==> src/rtl/wsb_pkg.sv <==
package wsb_pkg;
  localparam int NWIN    = 3;
  localparam int FMT_W   = 4;
  localparam int BURST_W = 2;
  localparam int CRD_W   = 12;
  localparam int ADR_W   = 32;
  localparam int LINE_W  = 14;
  localparam int PROT_LSB = 10;

  localparam logic [7:0] CTL_ADDR = 8'h00;
  localparam logic [7:0] UPD_ADDR = 8'h01;
  localparam int         WIN_BLK  = 2;  // window n at word 8*(WIN_BLK+n)

  typedef struct packed {
    logic               en;
    logic [FMT_W-1:0]   fmt;
    logic [BURST_W-1:0] burst;
    logic [CRD_W-1:0]   sx;
    logic [CRD_W-1:0]   sy;
    logic [CRD_W-1:0]   ex;
    logic [CRD_W-1:0]   ey;
    logic [ADR_W-1:0]   base;
    logic [ADR_W-1:0]   lim;
    logic [LINE_W-1:0]  offs;
    logic [LINE_W-1:0]  width;
  } win_cfg_t;

  function automatic logic [31:0] win_rd(win_cfg_t c, logic [2:0] off);
    case (off)
      3'd0:    return {20'd0, c.burst, 4'd0, c.fmt, 1'b0, c.en};
      3'd1:    return {8'd0, c.sx, c.sy};
      3'd2:    return {8'd0, c.ex, c.ey};
      3'd3:    return c.base;
      3'd4:    return c.lim;
      3'd5:    return {4'd0, c.offs, c.width};
      default: return 32'd0;
    endcase
  endfunction
endpackage

==> src/rtl/wsb_regfile.sv <==
module wsb_regfile
  import wsb_pkg::*;
#(
  parameter int NW = NWIN
) (
  input  logic        clk_i,
  input  logic        rst_ni,
  input  logic        wr_en_i,
  input  logic [7:0]  addr_i,
  input  logic [31:0] wdata_i,
  input  logic        frame_i,
  output logic [31:0] rdata_o,
  output win_cfg_t    shadow_o [NW],
  output logic [NW-1:0] prot_o,
  output logic        pend_o
);
  logic [NW-1:0] prot_q;
  logic          pend_q;
  logic          upd_wr;
  win_cfg_t      shadow_q [NW];
  logic          unused_bits;

  assign unused_bits = ^wdata_i;
  assign upd_wr = wr_en_i && (addr_i == UPD_ADDR) && wdata_i[0];

  always_ff @(posedge clk_i or negedge rst_ni) begin
    if (!rst_ni) begin
      prot_q <= '0;
      pend_q <= 1'b0;
    end else begin
      if (wr_en_i && addr_i == CTL_ADDR) prot_q <= wdata_i[PROT_LSB +: NW];
      if (upd_wr)       pend_q <= 1'b1;
      else if (frame_i) pend_q <= 1'b0;
    end
  end

  for (genvar i = 0; i < NW; i++) begin : g_sh
    logic hit;
    assign hit = wr_en_i && (addr_i[7:3] == 5'(WIN_BLK + i));
    always_ff @(posedge clk_i or negedge rst_ni) begin
      if (!rst_ni) shadow_q[i] <= '0;
      else if (hit) begin
        case (addr_i[2:0])
          3'd0: begin
            shadow_q[i].en    <= wdata_i[0];
            shadow_q[i].fmt   <= wdata_i[5:2];
            shadow_q[i].burst <= wdata_i[11:10];
          end
          3'd1: begin
            shadow_q[i].sx <= wdata_i[23:12];
            shadow_q[i].sy <= wdata_i[11:0];
          end
          3'd2: begin
            shadow_q[i].ex <= wdata_i[23:12];
            shadow_q[i].ey <= wdata_i[11:0];
          end
          3'd3: shadow_q[i].base <= wdata_i;
          3'd4: shadow_q[i].lim  <= wdata_i;
          3'd5: begin
            shadow_q[i].offs  <= wdata_i[27:14];
            shadow_q[i].width <= wdata_i[13:0];
          end
          default: ;
        endcase
      end
    end
    assign shadow_o[i] = shadow_q[i];
  end

  always_comb begin
    rdata_o = '0;
    if (addr_i == CTL_ADDR) rdata_o[PROT_LSB +: NW] = prot_q;
    else if (addr_i == UPD_ADDR) rdata_o[0] = pend_q;
    for (int i = 0; i < NW; i++)
      if (addr_i[7:3] == 5'(WIN_BLK + i)) rdata_o = win_rd(shadow_q[i], addr_i[2:0]);
  end

  assign prot_o = prot_q;
  assign pend_o = pend_q;


  pend_clear_chk: assert property (@(posedge clk_i) disable iff (!rst_ni)
    frame_i && !upd_wr |=> !pend_q);

  pend_keep_chk: assert property (@(posedge clk_i) disable iff (!rst_ni)
    upd_wr |=> pend_q);
endmodule

==> src/rtl/wsb_win_active.sv <==
module wsb_win_active
  import wsb_pkg::*;
(
  input  logic     clk_i,
  input  logic     rst_ni,
  input  logic     load_i,
  input  logic     prot_i,
  input  win_cfg_t shadow_i,
  output win_cfg_t act_o,
  output logic     commit_o
);
  logic take;
  assign take = load_i && !prot_i;

  always_ff @(posedge clk_i or negedge rst_ni) begin
    if (!rst_ni) begin
      act_o    <= '0;
      commit_o <= 1'b0;
    end else begin
      commit_o <= take;
      if (take) act_o <= shadow_i;
    end
  end


  copy_chk: assert property (@(posedge clk_i) disable iff (!rst_ni)
    load_i && !prot_i |=> commit_o && act_o == $past(shadow_i));

  prot_hold_chk: assert property (@(posedge clk_i) disable iff (!rst_ni)
    load_i && prot_i |=> $stable(act_o) && !commit_o);

  idle_hold_chk: assert property (@(posedge clk_i) disable iff (!rst_ni)
    !load_i |=> $stable(act_o) && !commit_o);
endmodule

==> src/rtl/wsb_bank.sv <==
module wsb_bank
  import wsb_pkg::*;
(
  input  logic                    clk_i,
  input  logic                    rst_ni,
  input  logic                    wr_en_i,
  input  logic [7:0]              addr_i,
  input  logic [31:0]             wdata_i,
  output logic [31:0]             rdata_o,
  input  logic                    frame_i,
  output logic [NWIN-1:0]         act_en_o,
  output logic [NWIN*FMT_W-1:0]   act_fmt_o,
  output logic [NWIN*BURST_W-1:0] act_burst_o,
  output logic [NWIN*CRD_W-1:0]   act_sx_o,
  output logic [NWIN*CRD_W-1:0]   act_sy_o,
  output logic [NWIN*CRD_W-1:0]   act_ex_o,
  output logic [NWIN*CRD_W-1:0]   act_ey_o,
  output logic [NWIN*ADR_W-1:0]   act_base_o,
  output logic [NWIN*ADR_W-1:0]   act_end_o,
  output logic [NWIN*LINE_W-1:0]  act_offs_o,
  output logic [NWIN*LINE_W-1:0]  act_width_o,
  output logic [NWIN-1:0]         commit_o
);
  win_cfg_t        shadow [NWIN];
  win_cfg_t        act    [NWIN];
  logic [NWIN-1:0] prot;
  logic            pend;
  logic            load;

  wsb_regfile #(.NW(NWIN)) u_regs (
    .clk_i, .rst_ni, .wr_en_i, .addr_i, .wdata_i, .frame_i,
    .rdata_o, .shadow_o(shadow), .prot_o(prot), .pend_o(pend)
  );

  assign load = frame_i && pend;

  for (genvar i = 0; i < NWIN; i++) begin : g_win
    wsb_win_active u_act (
      .clk_i, .rst_ni, .load_i(load), .prot_i(prot[i]),
      .shadow_i(shadow[i]), .act_o(act[i]), .commit_o(commit_o[i])
    );
    assign act_en_o[i]                       = act[i].en;
    assign act_fmt_o[i*FMT_W +: FMT_W]       = act[i].fmt;
    assign act_burst_o[i*BURST_W +: BURST_W] = act[i].burst;
    assign act_sx_o[i*CRD_W +: CRD_W]        = act[i].sx;
    assign act_sy_o[i*CRD_W +: CRD_W]        = act[i].sy;
    assign act_ex_o[i*CRD_W +: CRD_W]        = act[i].ex;
    assign act_ey_o[i*CRD_W +: CRD_W]        = act[i].ey;
    assign act_base_o[i*ADR_W +: ADR_W]      = act[i].base;
    assign act_end_o[i*ADR_W +: ADR_W]       = act[i].lim;
    assign act_offs_o[i*LINE_W +: LINE_W]    = act[i].offs;
    assign act_width_o[i*LINE_W +: LINE_W]   = act[i].width;
  end


  commit_pend_chk: assert property (@(posedge clk_i) disable iff (!rst_ni)
    |commit_o |-> $past(pend) && $past(frame_i));
endmodule

==> config.mk <==
export PLATFORM = sky130hd
export DESIGN_NAME = wsb_bank
export DESIGN_NICKNAME = d
export VERILOG_FILES = /design/src/rtl/wsb_pkg.sv /design/src/rtl/wsb_regfile.sv /design/src/rtl/wsb_win_active.sv /design/src/rtl/wsb_bank.sv
export SDC_FILE = /design/constraint.sdc
export NUM_CORES = 1
export LEC_CHECK = 0
export BUFFER_PORTS_ARGS = -buffer_cell sky130_fd_sc_hd__buf_4
export CORE_MARGIN = 2
export CORE_UTILIZATION = 42
export DETAILED_ROUTE_END_ITERATION = 10
export GPL_ROUTABILITY_DRIVEN = 0
export GPL_TIMING_DRIVEN = 0
export MAX_ROUTING_LAYER = met4
export SYNTH_ARGS = -nofsm -noshare
export SYNTH_HDL_FRONTEND = slang
export SYNTH_SLANG_ARGS = --single-unit
==> constraint.sdc <==
create_clock -name clk_i -period 5.5 [get_ports clk_i]
set_clock_uncertainty 0.15 [all_clocks]
set_input_delay 0.825 -clock clk_i [delete_from_list [all_inputs] [get_ports clk_i]]
set_output_delay 0.825 -clock clk_i [all_outputs]
set_load 0.005 [all_outputs]
# Word-level counts from Yosys, hierarchy flattened
# Cells that the tools add are included.
# word_totals
register_bits	889
latch_bits	0
ram_bits	0
romBits	0
in_bits	44
memories	0
# op_classes
add_sub_neg	0
mul	0
n_div	0
magnitude_cmp	0
n_eq_ne	9
shifts	0
muxes	11
bitwise_logic	0
n_reduce_logical	34
# ops
cell	n
32-bit case mux with 6 select lines	3
32-bit 2-to-1 mux	3
2-bit AND reduction	18
5-bit by 2-bit == test with 1-bit output, second input constant	2
1-bit logical AND	10
8-bit by 1-bit == test with 1-bit output, second input constant	1
8-bit logical NOT	1
3-bit by 2-bit == test with 1-bit output, second input constant	2
3-bit == test, second input constant	2
5-bit by 3-bit == test with 1-bit output, second input constant	1
1-bit 2-to-1 mux	4
3-bit by 1-bit == test with 1-bit output, second input constant	1
1-bit logical NOT	3
3-bit logical NOT	1
3-bit 2-to-1 mux	1
2-bit nonzero test	1

# Logic depth before layout (Yosys ltp)
# Gate-level depths: netlist (run 1).
# logic_depth
depth_word	6
mapped_depth	9

# Cells and area by module
# A second synthesis (run 1) with hierarchy kept.
# hier_totals
hier_cells	2425
area_unflattened_um2	38604.5
# modules_own_cells
mod	n_inst	cells_per_inst	area_each_um2	seq_area_each_um2
wsb_regfile	1	1485	20614.8	11135.7
wsb_win_active	3	313	5994.5	3703.6
wsb_bank	1	1	6.3	0.0

# Worst setup path after synthesis (run 1)
# Ideal clock, no wire load.
# synth_timing
kind	input-to-output
startpoint	input port addr_i[0]
endpoint	output port rdata_o[8]
arrival_time_ns	2.159
required_time_ns	4.525
path_slack_ns	2.366
cell_stages	7
cell_sequence	buf_4 buf_4 buf_4 mux2_2 a22oi_1 o22ai_1 a221o_1
# synth_between
elab_chain_cells	5
elab_cells_between_ends	12
classes_between	eq/ne: 5; mux: 6; reduce/logical: 1
# synth_rtl
item	line_no	source
start: declaration	wsb_bank.sv:7	input logic [7:0] addr_i,
3-bit == test (tied with other cells)	wsb_pkg.sv:29	case (off)
32-bit case mux with 6 select lines	wsb_pkg.sv:29	
32-bit 2-to-1 mux (2 in a row)	wsb_regfile.sv:75	if (addr_i[7:3] == 5'(WIN_BLK + i)) rdata_o = win_rd(shadow_q[i], addr_i[2:0]);
32-bit 2-to-1 mux (*)	wsb_regfile.sv:75	
end: declaration	wsb_bank.sv:9	output logic [31:0] rdata_o,
# Mark *: on every way between the ends. The rest lies on a longest branch, timed or not.

# Worst setup path in the final report (run 1)
# layout_timing
startpoint	input port addr_i[2]
endpoint	output port rdata_o[21]
# Same word-level chain as after synthesis.

==> results of run 1 <==
==> Yosys cell counts, types with 7 or more instances <==
cell type and instances:
sky130_fd_sc_hd__nand2_1 1356, sky130_fd_sc_hd__dfrtp_1 889, sky130_fd_sc_hd__mux2_2 430, sky130_fd_sc_hd__clkbuf_1 109
sky130_fd_sc_hd__buf_2 80, sky130_fd_sc_hd__mux2i_1 80, sky130_fd_sc_hd__a21oi_1 53, sky130_fd_sc_hd__a22oi_1 50
sky130_fd_sc_hd__mux2_1 40, sky130_fd_sc_hd__nor2_1 39, sky130_fd_sc_hd__o22ai_1 34, sky130_fd_sc_hd__o21ai_0 29
sky130_fd_sc_hd__buf_4 26, sky130_fd_sc_hd__a221oi_1 24, sky130_fd_sc_hd__a221o_1 19, sky130_fd_sc_hd__buf_1 14
sky130_fd_sc_hd__o221ai_1 14, sky130_fd_sc_hd__o2bb2ai_1 13, sky130_fd_sc_hd__nand3_1 9, sky130_fd_sc_hd__inv_1 8
sky130_fd_sc_hd__o21a_1 8, sky130_fd_sc_hd__nand3_4 7
==> worst paths after layout <==
kind | from | endpoint | slack [ps] | depth (start not counted)
min in group asynchronous | rst_ni | g_win[0].u_act.act_o[84] | 560 | 2
max in group asynchronous | rst_ni | u_regs.shadow_o[182] | 2170 | 6
worst min register to register | g_win[2].u_act.act_o[93] | g_win[2].u_act.act_o[93] | 320 | 2
worst max register to register | u_regs.pend_o | g_win[1].u_act.act_o[129] | 2310 | 8
worst max-delay path | addr_i[2] | rdata_o[21] | 450 | 9
worst min-delay path | frame_i | u_regs.pend_o | 290 | 2
==> critical path, stage by stage <==
cell	delay, ps
sky130_fd_sc_hd__buf_4	100
sky130_fd_sc_hd__buf_4	180
sky130_fd_sc_hd__buf_2	340
sky130_fd_sc_hd__buf_1	970
sky130_fd_sc_hd__buf_1	730
sky130_fd_sc_hd__nor2_1	100
sky130_fd_sc_hd__o21ai_0	410
sky130_fd_sc_hd__a21oi_1	200
sky130_fd_sc_hd__buf_4	190
==> stage by stage <==
stage                     std cells  TNS (ps)  utilization
after CTS                      5262         0       0.5226
after floorplan                3398         0            -
final                          5270         0       0.5228
after global routing           5269         0       0.5228
after detailed placement       5085         0       0.4854
after global placement         5077  -6411680       0.4829
==> power by group through the flow <==
stage	registers [mW]	clock network (mW)	logic [mW]
after floorplan	6.92	0	0.337
after global placement	6.99	0	0.733
after detailed placement	6.99	0	0.764
after CTS	6.87	6.74	0.767
after global routing	6.89	7.03	0.817
final	6.88	6.69	0.771
==> state kept, by name, indices dropped and copies added, names as in the netlist <==
register              flops
g_win.u_act.act_o       441
g_win.u_act.commit_o      3
u_regs.pend_o             1
u_regs.prot_o             3
u_regs.shadow_o         441
==> layer usage <==
layer  wire (um)  global-route usage  part of all wire
met1       59830              0.4309              0.40
met2       67370              0.4989              0.45
met4        7332              0.1472             0.049
met3       14310             0.08861             0.096
met5           0                   -                 0
==> timing repair <==
action / CTS / global route
hold buffers: 1 / 0
setup buffers: 0 / 0
endpoints found under the hold margin: 61 / 0
==> final cells by class <==
cell class,instances,area (um2),share of cell area
clock buffer,150,2979,0.06478
timing repair buffer,523,4096,0.08907
clock inverter,26,279.0,0.006067
tap,1165,1458,0.03169
buffer,235,1119,0.02432
multi-input combinational,2265,13760,0.2992
sequential,889,22250,0.4837
inverter,9,33.78,0.0007346
antenna,8,20.02,0.0004353
==> cell usage in the layout (no fill, tap or decap), drive strengths merged, types with 3 or more instances in the layout <==
master,count
a21oi,53
a221o,19
a221oi,24
a22o,6
a22oi,50
a32oi,3
and2,3
and3b,3
buf,647
bufinv,5
clkbuf,260
clkinv,17
dfrtp,889
diode,8
inv,11
mux2,470
mux2i,80
mux4,5
nand2,1356
nand2b,3
nand3,18
nand4,3
nor2,41
nor2b,6
o21a,8
o21ai,29
o221a,3
o221ai,14
o22ai,34
o2bb2ai,13
or2,4
==> cell families after synthesis <==
| kind of cell | count (synthesis) | share of synthesized area |
|---|---|---|
| simple gates | 1443 | 0.1521 |
| flops | 889 | 0.5987 |
| mux | 555 | 0.1670 |
| compound gates | 267 | 0.05118 |
| buf+inv | 244 | 0.03101 |
==> results.md, run 1 <==
- Violated checks: design-rule violations
- Static Leak: roughly 25 nW
- Cell Pwr Density: a little over 300 mW/mm2
- Logic pwr share: 0.054
- Final period utilization: 0.9181
- Clock tree root driver cell: sky130_fd_sc_hd__clkbuf_16
- Proportion of netlist area held by the largest area contributor: 0.5987
- Worst Path Arrival: between 4000 and 5000 ps
- Final Hold Viols: 0
- I/O Buffers: 514
- Yosys warnings: 0
- Clk Latency, worst-skew pair: approximately 660 ps
- First-pass iteration count of the detailed router: 9
- Slew Viols, Final: 0
- Relative contribution of sequential cells to total power: 0.480
- Bufs on Longest Clock Path: 3
- Slew HR: 0.1563
- Final setup violating endpoints: 0
- Starting utilization of the core area: 0.4224
- Total of flip-flops plus latches after synthesis: 889
- Final Cell Area: 0.04599 mm2
- H-tree lvl count: 3
- Area of the core: 0.08797 mm2
- Top flip-flop cell by instance count after synthesis: sky130_fd_sc_hd__dfrtp_1
- Rows: approximately 110
- I/O pin count: 520
- Layout Area Growth over Synthesis: 23.77%
- Maximum number of pins on one net before global-route repair: about 120
- Category of the worst setup path capture point: primary output
- Power share of the clock group: 0.466
- Post-CTS clock slew at the launch and capture registers of the worst setup and hold paths: 70 ps
- Area enclosed by the die boundary: approximately 0.091 mm2
- Minimum period implied by the final worst setup slack: roughly 5000 ps
- Required time of the critical path: ~4500 ps
- Cell-internal power: between 10 and 15 mW
- DRC viols: 2
- Maximum Capacitance Violations: 0
- Post-Place Setup Slack: 541.2 ps
- Detail-routed net length per standard cell: about 28 um
- Y dimension of the die: ~300 um
- Cts bufs inserted: 95
- Detail-routed via count per cell: 5.565
- Post-route total power: 14.33 mW
- Count of flip-flops with a built-in enable after synthesis: 0
- Grt ovf: 0
- Sw Share: 0.2383
- Share of flip-flops with an asynchronous set or reset after synthesis: 1.000
- Type of the worst setup path: in2out
- Gate count of the mapped netlist: 3398
- Cell types occupying the most area after synthesis: sky130_fd_sc_hd__dfrtp_1 (60%), sky130_fd_sc_hd__nand2_1 (14%), sky130_fd_sc_hd__mux2_2 (13%)
- Overall fraction of global-route tracks in use: 0.3351
- Crit Path Max Fanout: 10
- Total wire length after detailed routing: about 150 mm
- Total number of clock tree sinks: around 890
- Status: finished with violations
- Detail Placement HPWL: 110.6 mm
- Post-route setup slack: about 450 ps
- Maximum clock frequency: 198.0 MHz
- Antenna violations before repair: 8
- Vias in the first global route: 28850
- Sequential fraction of the synthesis area: 0.5987
- Setup repair after global routing missed its margin: no
- Wire length of the first global-routing pass: roughly 210 mm
- Proportion of layout cells with a drive suffix above 1: 0.3044
- Min-delay worst type: in2reg
- Combined area of all synthesized cells: 0.03716 mm2
- Worst Setup Start Kind: primary input
- Post_cts resized: 0
- Post-synthesis area per instance: 10.94 um2
- Fin nets: 4062
- Starting DRC count in detailed routing: between 2000 and 3000
- Die Span X: between 300 and 400 um
- Area of placed instances: roughly 0.043 mm2
- Antenna violation net count after detailed routing: 0
- Slew at the pin closest to its max-slew limit: about 1300 ps
- Filler cell count in the final layout: 8136
- TritonCTS clock tree: yes
- Yosys cell types: between 50 and 60
- Peak supply drop: ~240 uV
- Power spent charging and discharging nets: around 3.4 mW
- Vias post-DR: approximately 30000
- Worst hold margin: 288.0 ps
- Synthesized net count: 3442
- Dominant cell type by area after synthesis: sky130_fd_sc_hd__dfrtp_1
Note: power is estimated with default switching activity, not from simulation.
==> run 2, diff against run 1 <==
--- a/config.mk
+++ b/config.mk
@@ -12,6 +12,7 @@
 export GPL_ROUTABILITY_DRIVEN = 0
 export GPL_TIMING_DRIVEN = 0
 export MAX_ROUTING_LAYER = met4
+export PLACE_DENSITY = 0.68
 export SYNTH_ARGS = -nofsm -noshare
 export SYNTH_HDL_FRONTEND = slang
 export SYNTH_SLANG_ARGS = --single-unit
==> run 2 against run 1 <==
Effect of this change: the flow now finishes without violations; die area stayed put; non-clock buffer count is 1 lower; clock power is 3% lower; critical path type unchanged; critical endpoint unchanged.
==> results.md, run 2 (same netlist as run 1, synthesis figures left out) <==
- Fin nets: 4059 (-0.074%)
- Post_cts resized: 0 (unchanged)
- Worst Path Arrival: 4230 ps (+160 ps)
- Peak supply drop: 215.4 uV (-9.2%)
- Type of the worst setup path: in2out
- Crit Path Max Fanout: 10 (unchanged)
- Slack of the worst reg-to-reg path: 2410 ps (+100 ps)
- Maximum cell stage delay along the critical path: 1050 ps (+80 ps)
- Final period utilization: 0.9461 (+0.02803)
- Required time of the critical path: 4530 ps (about the same)
- Category of the worst setup path capture point: primary output
- Slew Viols, Final: 0 (unchanged)
- Slew at the pin closest to its max-slew limit: 1375 ps (+109.9 ps)
- Detail Placement HPWL: 110.2 mm (-0.41%)
- Min-delay worst type: in2async
- Relative contribution of sequential cells to total power: 0.487 (+0.007)
- Post-CTS setup buffer count: 0 (unchanged)
- Total number of clock tree sinks: 889 (unchanged)
- Highest-count cells in the layout ignoring fill and taps: sky130_fd_sc_hd__nand2_1 (1356), sky130_fd_sc_hd__dfrtp_1 (889), sky130_fd_sc_hd__buf_4 (539)
- Proportion of layout cells with a drive suffix above 1: 0.3022 (-0.002169)
- H-tree lvl count: 3 (unchanged)
- Maximum clock frequency: 192.2 MHz (-3.0%)
- Critical path buffers and inverters: 6 (unchanged)
- Status: finished clean
- Starting utilization of the core area: 0.4224 (unchanged)
- Area enclosed by the die boundary: 0.09087 mm2 (unchanged)
- Starting DRC count in detailed routing: 3334 (+18%)
- Vias in the first global route: 29480 (+2.2%)
- Power spent charging and discharging nets: 3.393 mW (-0.69%)
- Layout Area Growth over Synthesis: 23.39%
- Cell Pwr Density: 308.3 mW/mm2 (-1.1%)
- Clk Latency, worst-skew pair: 670 ps (about the same)
- Family with the most delay on the worst path: buffers and inverters
- Final Cell Area: 0.04585 mm2 (-0.31%)
- Overall fraction of global-route tracks in use: 0.3325 (-0.002587)
- Final Hold Viols: 0 (unchanged)
- Wire length of the first global-routing pass: 208.7 mm (-0.39%)
- Hold-fix buffers at CTS: 0 (-1)
- Die Span X: 301.4 um (unchanged)
- TritonCTS clock tree: yes
- Bufs on Longest Clock Path: 3 (unchanged)
- Final setup violating endpoints: 0 (unchanged)
- I/O Buffers: 514 (unchanged)
- Y dimension of the die: 301.4 um (unchanged)
- Vias post-DR: 29750 (+1.4%)
- Total wire length after detailed routing: 148.6 mm (-0.14%)
- Cell-internal power: 10.74 mW (-1.6%)
- Area of placed instances: 0.04270 mm2 (unchanged)
- Logic pwr share: 0.054 (about the same)
- Worst path cell trace: buf_4 -> buf_4 -> buf_2 -> buf_1 -> buf_1 -> nor2_1 -> o21ai_0 -> a21oi_1 -> buf_4
- Dominant cell type by count on the critical path: sky130_fd_sc_hd__buf_4
- Detail-routed net length per standard cell: 28.25 um (about the same)
- DRC viols: 0 (-2)
- Post-CTS clock slew at the launch and capture registers of the worst setup and hold paths: 60 ps (about the same)
- Static Leak: 24.87 nW (-0.32%)
- Clock tree root driver cell: sky130_fd_sc_hd__clkbuf_16
- Power share of the clock group: 0.459 (-0.007)
- Cts bufs inserted: 93 (-2.1%)
- Grt ovf: 0 (unchanged)
- Critical path's slowest cell: sky130_fd_sc_hd__buf_1
- Sw Share: 0.2400 (+0.001655)
- Post-route total power: 14.14 mW (-1.4%)
- Worst Setup Start Kind: primary input
- Minimum period implied by the final worst setup slack: 5204 ps (+154.2 ps)
- Leading cell type in the layout, fill and taps excluded: sky130_fd_sc_hd__nand2_1
- Maximum Capacitance Violations: 0 (unchanged)
- Antenna violation net count after detailed routing: 0 (unchanged)
- Slew HR: 0.08306 (-0.07326)
- Detail-routed via count per cell: 5.653 (+1.6%)
- Setup repair after global routing missed its margin: no
- Maximum number of pins on one net before global-route repair: 120 (+4.3%)
- Antenna violations before repair: 8 (unchanged)
- Area of the core: 0.08797 mm2 (unchanged)
- Rows: 109 (unchanged)
- I/O pin count: 520 (unchanged)
- First-pass iteration count of the detailed router: 6 (-3)
[run 2: per-layer routing]
| metal | vias up | part of all wire | global-route usage |
|---|---|---|---|
| li1 | 12550 | - | - |
| met1 | 15210 | 0.40 | 0.4215 |
| met2 | 1577 | 0.45 | 0.4939 |
| met3 | 411 | 0.095 | 0.08306 |
| met4 | 0 | 0.059 | 0.1719 |
| met5 | - | 0 | - |
[run 2: final cells by class]
class | instances | area (um2)
Clock buffer | 148 | 2879
Multi-Input combinational cell | 2265 | 13760
Clock inverter | 22 | 249.0
Sequential cell | 889 | 22250
Timing Repair Buffer | 522 | 4086
Inverter | 9 | 33.78
Buffer | 235 | 1119
Tap cell | 1165 | 1458
Fill cell | 7888 | 42120
Antenna cell | 7 | 17.52
[run 2: power groups by stage]
stage / logic, mW / registers (mW) / clock network (mW)
6_report: 0.770 / 6.88 / 6.49
5_1_grt: 0.812 / 6.89 / 6.79
4_1_cts: 0.761 / 6.87 / 6.52
3_5_place_dp: 0.759 / 6.99 / 0
3_3_place_gp: 0.724 / 6.99 / 0
2_1_floorplan: 0.337 / 6.92 / 0
[run 2: final timing paths]
path,startpoint,endpoint,cells after the start
setup / recovery,addr_i[2],rdata_o[21],9
hold / removal,rst_ni,g_win[0].u_act.act_o[24],1
setup reg to reg,u_regs.pend_o,g_win[1].u_act.act_o[128],8
hold reg to reg,g_win[1].u_act.act_o[9],g_win[1].u_act.act_o[9],2
max in group asynchronous,rst_ni,g_win[2].u_act.act_o[14],4
min in group clk_i,frame_i,u_regs.pend_o,2
[run 2: worst register-to-register path, cell delays in order (launching register included)]
cell and delay [ps]:
sky130_fd_sc_hd__dfrtp_1 370, sky130_fd_sc_hd__nand2_1 100, sky130_fd_sc_hd__or2_2 290, sky130_fd_sc_hd__clkbuf_1 250, sky130_fd_sc_hd__inv_1 130, sky130_fd_sc_hd__clkbuf_1 630, sky130_fd_sc_hd__clkbuf_1 670, sky130_fd_sc_hd__nand2_1 330
sky130_fd_sc_hd__nand2_1 120
[run 2: metrics by stage]
stage                     cells  TNS (ps)    util  setup WS (ps)  hold slack [ps]
after global routing       5262         0  0.5212          520.2            55.97
after CTS                  5255         0  0.5210          542.1            25.48
after floorplan            3398         0       -           2366            299.6
final                      5262         0  0.5212          296.4            15.91
after detailed placement   5085         0  0.4854          556.4            314.3
after global placement     5077  -6196470  0.4829          -7055            310.6
